--- config.mk ---
export PLATFORM = sky130hd
export DESIGN_NAME = sc_xcvr
export DESIGN_NICKNAME = d
export VERILOG_FILES = /design/src/rtl/sc_pkg.sv /design/src/rtl/sc_bit_timer.sv /design/src/rtl/sc_tx.sv /design/src/rtl/sc_rx.sv /design/src/rtl/sc_xcvr.sv
export SDC_FILE = /design/constraint.sdc
export NUM_CORES = 1
export LEC_CHECK = 0
export BUFFER_PORTS_ARGS = -buffer_cell sky130_fd_sc_hd__buf_2
export CAP_MARGIN = 25
export CORE_MARGIN = 4
export CORE_UTILIZATION = 35
export DETAILED_ROUTE_END_ITERATION = 12
export GPL_TIMING_DRIVEN = 1
export PLACE_DENSITY = 0.53
export SYNTH_ARGS = -nofsm -noshare
export SYNTH_HDL_FRONTEND = slang
export SYNTH_HIERARCHICAL = 1
export SYNTH_SLANG_ARGS = --single-unit
--- constraint.sdc ---
create_clock -name clk -period 2.88 [get_ports clk]
set_clock_uncertainty 0.1 [all_clocks]
set_input_delay 0.144 -clock clk [delete_from_list [all_inputs] [get_ports clk]]
set_output_delay 0.144 -clock clk [all_outputs]
set_load 0.01 [all_outputs]
--- src/rtl/sc_pkg.sv ---
package sc_pkg;

    localparam int BIT_IDX_W = 4;

    typedef enum logic [0:0] {TX_IDLE, TX_SEND} tx_state_e;
    typedef enum logic [0:0] {RX_IDLE, RX_RECV} rx_state_e;

    typedef struct packed {
        logic msb_first;
        logic data_inv;
        logic par_odd;
        logic blk;
    } sc_mode_t;

    // data bit carried in time slot 1..8 of a character
    function automatic logic slot_bit(input logic [7:0] d,
                                      input logic [BIT_IDX_W-1:0] slot,
                                      input logic msb_first);
        logic [2:0] idx;
        idx = slot[2:0] - 3'd1;
        return msb_first ? d[3'd7 - idx] : d[idx];
    endfunction

    // line level expected in the parity slot
    function automatic logic par_level(input logic [7:0] d, input logic odd);
        return odd ^ (^d);
    endfunction

endpackage

--- src/rtl/sc_bit_timer.sv ---
module sc_bit_timer #(
    parameter int CNT_W = 9
) (
    input  logic                           clk,
    input  logic                           rst,
    input  logic                           run,
    input  logic [CNT_W-1:0]               etu,
    output logic [CNT_W-1:0]               sub,
    output logic [sc_pkg::BIT_IDX_W-1:0]   slot
);
    localparam logic [CNT_W-1:0] ONE_C = CNT_W'(1);

    always_ff @(posedge clk) begin
        if (rst || !run) begin
            sub  <= '0;
            slot <= '0;
        end else if (sub == etu - ONE_C) begin
            sub  <= '0;
            slot <= slot + 1'b1;
        end else begin
            sub <= sub + ONE_C;
        end
    end
endmodule

--- src/rtl/sc_tx.sv ---
module sc_tx
    import sc_pkg::*;
#(
    parameter int CNT_W = 9
) (
    input  logic             clk,
    input  logic             rst,
    input  sc_mode_t         mode,
    input  logic [CNT_W-1:0] etu,
    input  logic [CNT_W-1:0] half,
    input  logic             tx_valid,
    input  logic [7:0]       tx_data,
    input  logic             rx_busy,
    input  logic             line_s,
    output logic             tx_ready,
    output logic             tx_end,
    output logic             drive_low,
    output logic             ers_set
);
    localparam logic [CNT_W-1:0] ONE_C = CNT_W'(1);

    tx_state_e               state;
    logic [7:0]              data_q;
    logic [CNT_W-1:0]        sub;
    logic [BIT_IDX_W-1:0]    slot;
    logic                    run;
    logic                    level;
    logic                    last;

    assign run = (state == TX_SEND);

    sc_bit_timer #(.CNT_W(CNT_W)) u_timer (
        .clk  (clk),
        .rst  (rst),
        .run  (run),
        .etu  (etu),
        .sub  (sub),
        .slot (slot)
    );

    always_comb begin
        if (slot == 4'd0)
            level = 1'b0;
        else if (slot <= 4'd8)
            level = slot_bit(data_q, slot, mode.msb_first) ^ mode.data_inv;
        else if (slot == 4'd9)
            level = par_level(data_q, mode.par_odd);
        else
            level = 1'b1;
    end

    assign drive_low = run && (slot <= 4'd9) && !level;
    assign last      = (sub == half - ONE_C) &&
                       (mode.blk ? (slot == 4'd11) : (slot == 4'd12));
    assign tx_ready  = (state == TX_IDLE) && !rx_busy;
    assign ers_set   = run && !mode.blk && (slot == 4'd11) &&
                       (sub == '0) && !line_s;

    always_ff @(posedge clk) begin
        if (rst) begin
            state  <= TX_IDLE;
            data_q <= '0;
            tx_end <= 1'b1;
        end else begin
            case (state)
                TX_IDLE: if (tx_valid && tx_ready) begin
                    state  <= TX_SEND;
                    data_q <= tx_data;
                    tx_end <= 1'b0;
                end
                TX_SEND: if (last) begin
                    state  <= TX_IDLE;
                    tx_end <= 1'b1;
                end
                default: state <= TX_IDLE;
            endcase
        end
    end
endmodule

--- src/rtl/sc_rx.sv ---
module sc_rx
    import sc_pkg::*;
#(
    parameter int CNT_W = 9
) (
    input  logic             clk,
    input  logic             rst,
    input  sc_mode_t         mode,
    input  logic [CNT_W-1:0] etu,
    input  logic [CNT_W-1:0] half,
    input  logic             enable,
    input  logic             line_s,
    output logic             busy,
    output logic             rx_valid,
    output logic [7:0]       rx_data,
    output logic             perr_set,
    output logic             drive_low
);
    rx_state_e               state;
    logic                    prev_q;
    logic [7:0]              shift_q;
    logic                    perr_pend;
    logic [CNT_W-1:0]        sub;
    logic [BIT_IDX_W-1:0]    slot;
    logic                    run;
    logic                    mid;
    logic                    start_det;
    logic                    bit_val;
    logic                    signalling;
    logic                    done;

    assign run       = (state == RX_RECV);
    assign busy      = run;
    assign mid       = run && (sub == half);
    assign start_det = (state == RX_IDLE) && enable && prev_q && !line_s;
    assign bit_val   = line_s ^ mode.data_inv;
    assign perr_set  = mid && (slot == 4'd9) &&
                       (line_s != par_level(shift_q, mode.par_odd));
    assign signalling = perr_pend && !mode.blk;
    assign drive_low = run && signalling &&
                       (((slot == 4'd10) && (sub >= half)) ||
                        ((slot == 4'd11) && (sub < half)));
    assign done      = mid && (((slot == 4'd10) && !signalling) ||
                               (slot == 4'd11));

    sc_bit_timer #(.CNT_W(CNT_W)) u_timer (
        .clk  (clk),
        .rst  (rst),
        .run  (run),
        .etu  (etu),
        .sub  (sub),
        .slot (slot)
    );

    always_ff @(posedge clk) begin
        if (rst) begin
            state     <= RX_IDLE;
            prev_q    <= 1'b1;
            shift_q   <= '0;
            perr_pend <= 1'b0;
            rx_valid  <= 1'b0;
            rx_data   <= '0;
        end else begin
            prev_q   <= line_s;
            rx_valid <= 1'b0;
            case (state)
                RX_IDLE: if (start_det) begin
                    state     <= RX_RECV;
                    perr_pend <= 1'b0;
                end
                RX_RECV: begin
                    if (done) begin
                        state <= RX_IDLE;
                    end else if (mid) begin
                        if (slot == 4'd0) begin
                            if (line_s) state <= RX_IDLE;
                        end else if (slot <= 4'd8) begin
                            shift_q <= mode.msb_first ? {shift_q[6:0], bit_val}
                                                      : {bit_val, shift_q[7:1]};
                        end else if (slot == 4'd9) begin
                            rx_valid  <= 1'b1;
                            rx_data   <= shift_q;
                            perr_pend <= perr_set;
                        end
                    end
                end
                default: state <= RX_IDLE;
            endcase
        end
    end
endmodule

--- src/rtl/sc_xcvr.sv ---
module sc_xcvr
    import sc_pkg::*;
#(
    parameter int ETU_SEL0    = 32,
    parameter int ETU_SEL1    = 64,
    parameter int ETU_SEL2    = 372,
    parameter int ETU_SEL3    = 256,
    parameter int SYNC_STAGES = 2
) (
    input  logic       clk,
    input  logic       rst,
    input  logic [1:0] etu_sel,
    input  logic       conv_msb_first,
    input  logic       conv_data_inv,
    input  logic       parity_odd,
    input  logic       block_mode,
    input  logic       tx_valid,
    input  logic [7:0] tx_data,
    output logic       tx_ready,
    output logic       tx_end,
    output logic       rx_valid,
    output logic [7:0] rx_data,
    input  logic       flag_clr,
    output logic       par_err,
    output logic       err_sig,
    input  logic       line_in,
    output logic       line_pull_low
);
    localparam int MAX_A   = (ETU_SEL0 > ETU_SEL1) ? ETU_SEL0 : ETU_SEL1;
    localparam int MAX_B   = (ETU_SEL2 > ETU_SEL3) ? ETU_SEL2 : ETU_SEL3;
    localparam int ETU_MAX = (MAX_A > MAX_B) ? MAX_A : MAX_B;
    localparam int CNT_W   = $clog2(ETU_MAX + 1);

    sc_mode_t               mode;
    logic [CNT_W-1:0]       etu;
    logic [CNT_W-1:0]       half;
    logic [SYNC_STAGES-1:0] sync_q;
    logic                   line_s;
    logic                   tx_drive;
    logic                   rx_drive;
    logic                   rx_busy;
    logic                   perr_set;
    logic                   ers_set;
    logic                   ers_q;

    assign mode = '{msb_first: conv_msb_first, data_inv: conv_data_inv,
                    par_odd: parity_odd, blk: block_mode};

    always_comb begin
        case (etu_sel)
            2'd0:    etu = CNT_W'(ETU_SEL0);
            2'd1:    etu = CNT_W'(ETU_SEL1);
            2'd2:    etu = CNT_W'(ETU_SEL2);
            default: etu = CNT_W'(ETU_SEL3);
        endcase
    end
    assign half = etu >> 1;

    generate
        if (SYNC_STAGES == 1) begin : g_sync1
            always_ff @(posedge clk) begin
                if (rst) sync_q <= '1;
                else     sync_q <= line_in;
            end
        end else begin : g_syncn
            always_ff @(posedge clk) begin
                if (rst) sync_q <= '1;
                else     sync_q <= {sync_q[SYNC_STAGES-2:0], line_in};
            end
        end
    endgenerate
    assign line_s = sync_q[SYNC_STAGES-1];

    sc_tx #(.CNT_W(CNT_W)) u_tx (
        .clk       (clk),
        .rst       (rst),
        .mode      (mode),
        .etu       (etu),
        .half      (half),
        .tx_valid  (tx_valid),
        .tx_data   (tx_data),
        .rx_busy   (rx_busy),
        .line_s    (line_s),
        .tx_ready  (tx_ready),
        .tx_end    (tx_end),
        .drive_low (tx_drive),
        .ers_set   (ers_set)
    );

    sc_rx #(.CNT_W(CNT_W)) u_rx (
        .clk       (clk),
        .rst       (rst),
        .mode      (mode),
        .etu       (etu),
        .half      (half),
        .enable    (tx_end),
        .line_s    (line_s),
        .busy      (rx_busy),
        .rx_valid  (rx_valid),
        .rx_data   (rx_data),
        .perr_set  (perr_set),
        .drive_low (rx_drive)
    );

    // sticky flags: a new event outranks a clear in the same cycle
    always_ff @(posedge clk) begin
        if (rst) begin
            par_err <= 1'b0;
            ers_q   <= 1'b0;
        end else begin
            if (perr_set)      par_err <= 1'b1;
            else if (flag_clr) par_err <= 1'b0;
            if (ers_set)       ers_q <= 1'b1;
            else if (flag_clr) ers_q <= 1'b0;
        end
    end

    assign err_sig       = ers_q && !block_mode;
    assign line_pull_low = tx_drive || rx_drive;
endmodule

==> results.md, run 1 <==
- Final hold vios: 0
- EDFF count, synth: 0
- FFs w/ async S/R, synth: 0
- WHS: 30.1 ps
- # setup viols final: 0
- HP Class: in -> reg
- R2R setup slack: 670 ps
- Minimum clock period: 2760 ps
- DRT iter0 DRCs: 115
- Slew Limit Fails: 0
- Nets: 623
- DP Cell Count: 705
- DRC: 0
- Die ar.: 13300 sq um
- Fmax: 363 MHz
- Io pins: 33
- GRT Util Overall: 0.146
- DRT antenna net count: 0
- RSZ-0062 raised after global routing: no
- Setup TNS Final: 0 ps
- Outcome: finished clean
- WHS Endpoint: par_err
- Grt ovf: 0
- Longest Clk Path Bufs: 2
- Global-route wire length before repair: 15500 um
- Top cells by area, synth: dfxtp_1 (30%), xnor2_1 (7.6%), ha_1 (6.8%)
- Root Buffer: clkbuf_16
- Fin worst setup slack: 124 ps
- Htree depth: 3
- Reg power frac: 0.372
- Die X: 116 um
- # rows: 39
- GP Congestion: 0.777
- Util after Layout: 0.446
- Clock tree sinks: 60
- Worst hold start: flag_clr
- Mean Syn Cell Area: 8.50 sq um
- Pin count of the biggest net entering global routing: 39
- Share of cells above drive strength 1: 0.164
- Seq/Total Area, Yosys: 0.297
- Fin cells: 730
- CTS buffer count: 9
- Initial core utilization: 0.356
- Synthesized flop and latch total: 60
- Worst Setup End Kind: output pin
- WS Path Type: reg -> out
- Post-DR wirelength/cell: 12.4 um
- Final period util: 0.957
- Number of global-route vias before repair: 3218
- Crit path DAT: 2510 ps
- CTS tree: yes
- Worst endpoint required time: 2640 ps
- Slew of the pin with the lowest slew margin: 653 ps
- Hold depth: 3
- ANT cells: 0
- Rel. slew slack: 0.565
- Clk_lat worst skew: 330 ps
- Post-CTS setup buffers: 0
- Crit Path Max Fanout: 4
- Max Cap Violations: 0
- Leakage dissipation: 0.00219 uW
- Mapped cell area: 4050 sq um
- Reg clk slew, reported paths: 50 ps
- Int Power: 1760 uW
- Antenna violations before repair: 0
- Comb pwr share: 0.125
- Worst vdd rail ir drop: 0.000236 V
- Worst r2r path cells: 6
- Switching pwr: 562 uW
- Via Count: 3438
- Leading area contributor after synthesis: dfxtp_1
- Drt first pass iters: 4
- Top FF cell, synth: dfxtp_1
- Sw Share: 0.242
- Post-synth top cells: dfxtp_1 (60), nor2_1 (48), nand2_1 (35), xnor2_1 (35), inv_1 (30)
- DR vias/cell: 4.71
- Die Height: 116 um
- Startpoint Class: register
- Post-DP HPWL: 6730 um
- Post-synth cell types: 58
- Synth warnings: 6
- Top cell type's share of synthesized area: 0.297
- Crit Reg-Reg Startpoint: u_tx/u_timer/sub[5]
- Most frequent cell after synthesis: dfxtp_1
- IO buf count: 32
- Synth-to-layout area growth: 25.4%
- Core Area: 11400 sq um
- Total Routed Length: 9050 um
- Crit Reg-Reg Endpoint: u_tx/u_timer/slot[3]
- Pre-CTS setup slack: 87.3 ps
- Clk pwr share: 0.503
- Post-Syn Instances: 476
- PwrDens: 458 nW/um^2
worst max path at each step:
stage,cells after the start,startpoint,to,slack (ps)
CTS,9,u_tx/u_timer/slot[1],line_pull_low,50
global placement,10,etu_sel[0],u_rx/u_timer/slot[3],160
floorplan,9,etu_sel[0],u_tx/u_timer/slot[3],60
global route,9,u_tx/u_timer/slot[0],line_pull_low,2
finish,9,u_tx/u_timer/slot[0],line_pull_low,120
detailed placement,10,etu_sel[0],u_rx/u_timer/slot[3],90
final cells by class:
type | count | area [sq um]
clock inverter | 6 | 87.6
sequential | 60 | 1200
clock buffer | 10 | 239
fill | 1126 | 6290
tap | 143 | 179
inverter | 30 | 113
multi-input combinational | 427 | 2910
timing repair buffer | 54 | 348
sequential cells by signal, indices dropped and copies added, names as in the netlist, 2 cells and up:
signal	flops
sync_q	2
u_rx/rx_data	8
u_rx/shift_q	8
u_rx/u_timer/slot	4
u_rx/u_timer/sub	9
u_tx/data_q	8
u_tx/u_timer/slot	4
u_tx/u_timer/sub	9
what timing repair did:
item                       CTS  global route
hold endpoints to repair     9             0
pin swaps                    3             3
setup endpoints to repair    1             1
resized for setup            4             4
hold buffers                 9             0
through the flow:
| step | instance area (sq um) | total power (uW) |
|---|---|---|
| final | 5080 | 2320 |
| after global routing | 5080 | 2420 |
| after CTS | 5070 | 2350 |
| after detailed placement | 4630 | 1160 |
| after global placement | 4630 | 1150 |
| after floorplan | 4230 | 1080 |
cells in the final DEF (no fill, tap or decap), drive strengths merged, types with 3 or more instances in the layout:
master,instances
a2111oi,3
a21oi,22
a31oi,3
and2,4
and3,5
buf,45
clkbuf,10
clkinvlp,3
conb,50
dfxtp,60
dlygate4sd3,9
ha,22
inv,30
mux2,6
mux2i,18
mux4,4
nand2,35
nand2b,12
nand3,15
nand4,19
nor2,48
nor2b,7
nor3,10
nor3b,4
nor4,5
o21a,5
o21ai,17
or2,12
or3,8
or4,5
xnor2,35
xor2,25
kinds of logic (layout without fill, tap and decap cells):
| kind of cell | Yosys count | after routing | share of synthesized area |
|---|---|---|---|
| buffers and inverters | 38 | 100 | 0.0362 |
| adder cells (fa/ha/maj) | 22 | 22 | 0.0680 |
| other | 1 | 50 | 0.000926 |
| XOR/XNOR | 62 | 62 | 0.141 |
| multiplexers | 28 | 28 | 0.0835 |
| AND/OR/NAND/NOR | 198 | 198 | 0.265 |
| AO/OA/AOI/OAI | 67 | 67 | 0.109 |
| flip-flops | 60 | 60 | 0.297 |
routing by layer:
metal,vias to the layer above,part of all wire,track usage
li1,1835,-,-
met1,1547,0.49,0.189
met2,46,0.47,0.242
met3,10,0.029,0.0261
met4,0,0.016,0.0563
met5,-,0,0
power groups by stage:
| stage | Combinational (uW) | Clock, uW | Sequential [uW] |
|---|---|---|---|
| 2_1_floorplan | 203 | 0 | 877 |
| 3_3_place_gp | 273 | 0 | 881 |
| 3_5_place_dp | 277 | 0 | 881 |
| 4_1_cts | 291 | 1190 | 864 |
| 5_1_grt | 329 | 1230 | 866 |
| 6_report | 290 | 1170 | 863 |
worst max-delay path, cell delays in order (launching register included):
cell	delay, ps
dfxtp_2	320
inv_1	60
ha_4	300
mux4_2	510
mux2i_1	150
mux2i_1	100
xor2_1	220
o22ai_2	140
or2_4	250
buf_2	140
Power figures use the tool's default switching activity.
==> run 2: changes to the inputs <==
SETUP_SLACK_MARGIN = 0.5   (was unset)
==> run 2 against run 1 <==
Against the previous run:
- first-iteration DRC count up 20%
- die area is the same
- critical endpoint unchanged
- largest power group unchanged
- setup slack improved by 110 ps
- sequential power about the same
==> results.md, run 2 (same netlist as run 1, synthesis figures left out) <==
- Outcome: finished clean
- Share of cells above drive strength 1: 0.193 (+0.0297)
- Leakage dissipation: 0.00224 uW (+2.6%)
- Die X: 116 um (unchanged)
- Htree depth: 3 (unchanged)
- Rel. slew slack: 0.552 (-0.0122)
- Slew of the pin with the lowest slew margin: 665 ps (+12.2 ps)
- Initial core utilization: 0.356 (unchanged)
- Setup TNS Final: 0 ps (unchanged)
- Grt ovf: 0 (unchanged)
- Commonest cells after routing, fill and taps aside: dfxtp_1 (56), conb_1 (50), nor2_1 (48)
- Sw Share: 0.263 (+0.0212)
- # setup viols final: 0 (unchanged)
- DRC: 0 (unchanged)
- Global-route wire length before repair: 15700 um (+1.2%)
- Fin area: 5270 sq um (+3.8%)
- Dpl cell area: 4620 sq um (-0.30%)
- Drt first pass iters: 4 (unchanged)
- Root Buffer: clkbuf_16
- Pin count of the biggest net entering global routing: 39 (unchanged)
- Via Count: 3562 (+3.6%)
- Clk_lat worst skew: 330 ps (about the same)
- Worst Setup End Kind: output pin
- Int Power: 1680 uW (-4.3%)
- # rows: 39 (unchanged)
- Startpoint Class: register
- ANT cells: 0 (unchanged)
- Nets: 631 (+1.3%)
- Comb pwr share: 0.143 (+0.018)
- CTS tree: yes
- Reg power frac: 0.378 (+0.006)
- Post-DR wirelength/cell: 12.6 um (+1.7%)
- Worst endpoint required time: 2640 ps (about the same)
- Die ar.: 13300 sq um (unchanged)
- Synth-to-layout area growth: 30.1%
- DR vias/cell: 4.83 (+2.5%)
- Crit path DAT: 2410 ps (-100 ps)
- DRT antenna net count: 0 (unchanged)
- Fmax: 377 MHz (+4.0%)
- GP Congestion: 0.778 (about the same)
- Post-DP HPWL: 6610 um (-1.8%)
- Reg clk slew, reported paths: 60 ps (about the same)
- Die Height: 116 um (unchanged)
- Antenna violations before repair: 0 (unchanged)
- Final hold vios: 0 (unchanged)
- Max Cap Violations: 0 (unchanged)
- GRT Util Overall: 0.144 (-0.00177)
- Io pins: 33 (unchanged)
- Fin worst setup slack: 231 ps (+107 ps)
- Longest Clk Path Bufs: 2 (unchanged)
- Commonest non-fill, non-tap cell in the layout: dfxtp_1
- DRT iter0 DRCs: 138 (+20%)
- Clock tree sinks: 60 (unchanged)
- HP Class: in -> reg
- PwrDens: 434 nW/um^2 (-5.2%)
- Number of global-route vias before repair: 3427 (+6.5%)
- Pre-CTS setup slack: 182 ps (+94.8 ps)
- Clk pwr share: 0.480 (-0.023)
- Core Area: 11400 sq um (unchanged)
- Total Routed Length: 9300 um (+2.8%)
- IO buf count: 32 (unchanged)
- Final period util: 0.920 (-0.0372)
- Biggest regs: u_rx/u_timer/sub (9), u_tx/u_timer/sub (9)
- Fill cells: 1140 (+1.2%)
- Switching pwr: 601 uW (+7.0%)
- Crit Path Max Fanout: 4 (unchanged)
- Slew Limit Fails: 0 (unchanged)
- WS Path Type: reg -> out
- CTS buffer count: 9 (unchanged)
- Worst vdd rail ir drop: 0.000299 V (+27%)
- Minimum clock period: 2650 ps (-107 ps)
- RSZ-0062 raised after global routing: yes
[run 2: cell count changes in the layout (fill, tap and decap cells not counted), sizes merged]
cell	change
bufinv	-1
clkbuf	+1
buf	+5
inv	+3
clkinv	+2
clkinvlp	-3
nand4	+1
[run 2: layer usage]
metal	vias up	global-route usage	wire length, um
met5	-	0	0
met4	0	0.0516	149
met3	11	0.0272	344
met2	51	0.249	4360
met1	1637	0.179	4440
li1	1863	-	-
[run 2: cell type report]
class                   instances  area [sq um]  area share
clock buffers                   9           225      0.0428
clock inverters                 7          82.6      0.0157
inverters                      30           118      0.0223
multi-input cells             428          3020       0.574
flip-flops and latches         60          1210       0.229
well taps                     143           179      0.0340
repair buffers                 61           435      0.0827
[run 2: worst paths after layout]
kind | cells after the start | endpoint | start | slack [ps]
setup / recovery | 9 | line_pull_low | u_tx/u_timer/slot[0] | 230
hold / removal | 3 | par_err | flag_clr | 40
setup reg to reg | 6 | u_rx/u_timer/slot[3] | u_rx/u_timer/sub[5] | 680
hold reg to reg | 1 | sync_q[1] | sync_q[0] | 300
[run 2: power groups by stage]
stage / clock [uW] / combinational (uW) / sequential [uW]
final: 1100 / 326 / 863
after global routing: 1160 / 365 / 865
after CTS: 1120 / 292 / 863
after detailed placement: 0 / 275 / 882
after global placement: 0 / 269 / 881
after floorplan: 0 / 207 / 877
[run 2: through the flow]
step | hold slack, ps | total power (uW) | utilization | cells
6_report | 39.6 | 2290 | 0.463 | 738
2_1_floorplan | 113 | 1080 | - | 525
4_1_cts | 36.1 | 2280 | 0.445 | 725
3_3_place_gp | 224 | 1150 | 0.406 | 699
3_5_place_dp | 230 | 1160 | 0.406 | 699
5_1_grt | 47.6 | 2390 | 0.463 | 738
[run 2: timing repair]
action / 4_1_cts / 5_1_grt
hold buffers: 9 / 0
pin swaps: 3 / 18
buffers inserted: 1 / 12
resized for setup: 8 / 23
endpoints found under the setup margin: 1 / 30
endpoints found under the hold margin: 9 / 0
gates cloned: 0 / 1
[run 2: critical path: stages (launching register included)]
cell,delay (ps)
dfxtp_2,320
inv_1,60
ha_4,290
mux4_2,490
mux2i_1,150
mux2i_1,100
xor2_1,190
o22ai_2,110
or2_4,250
buf_6,120
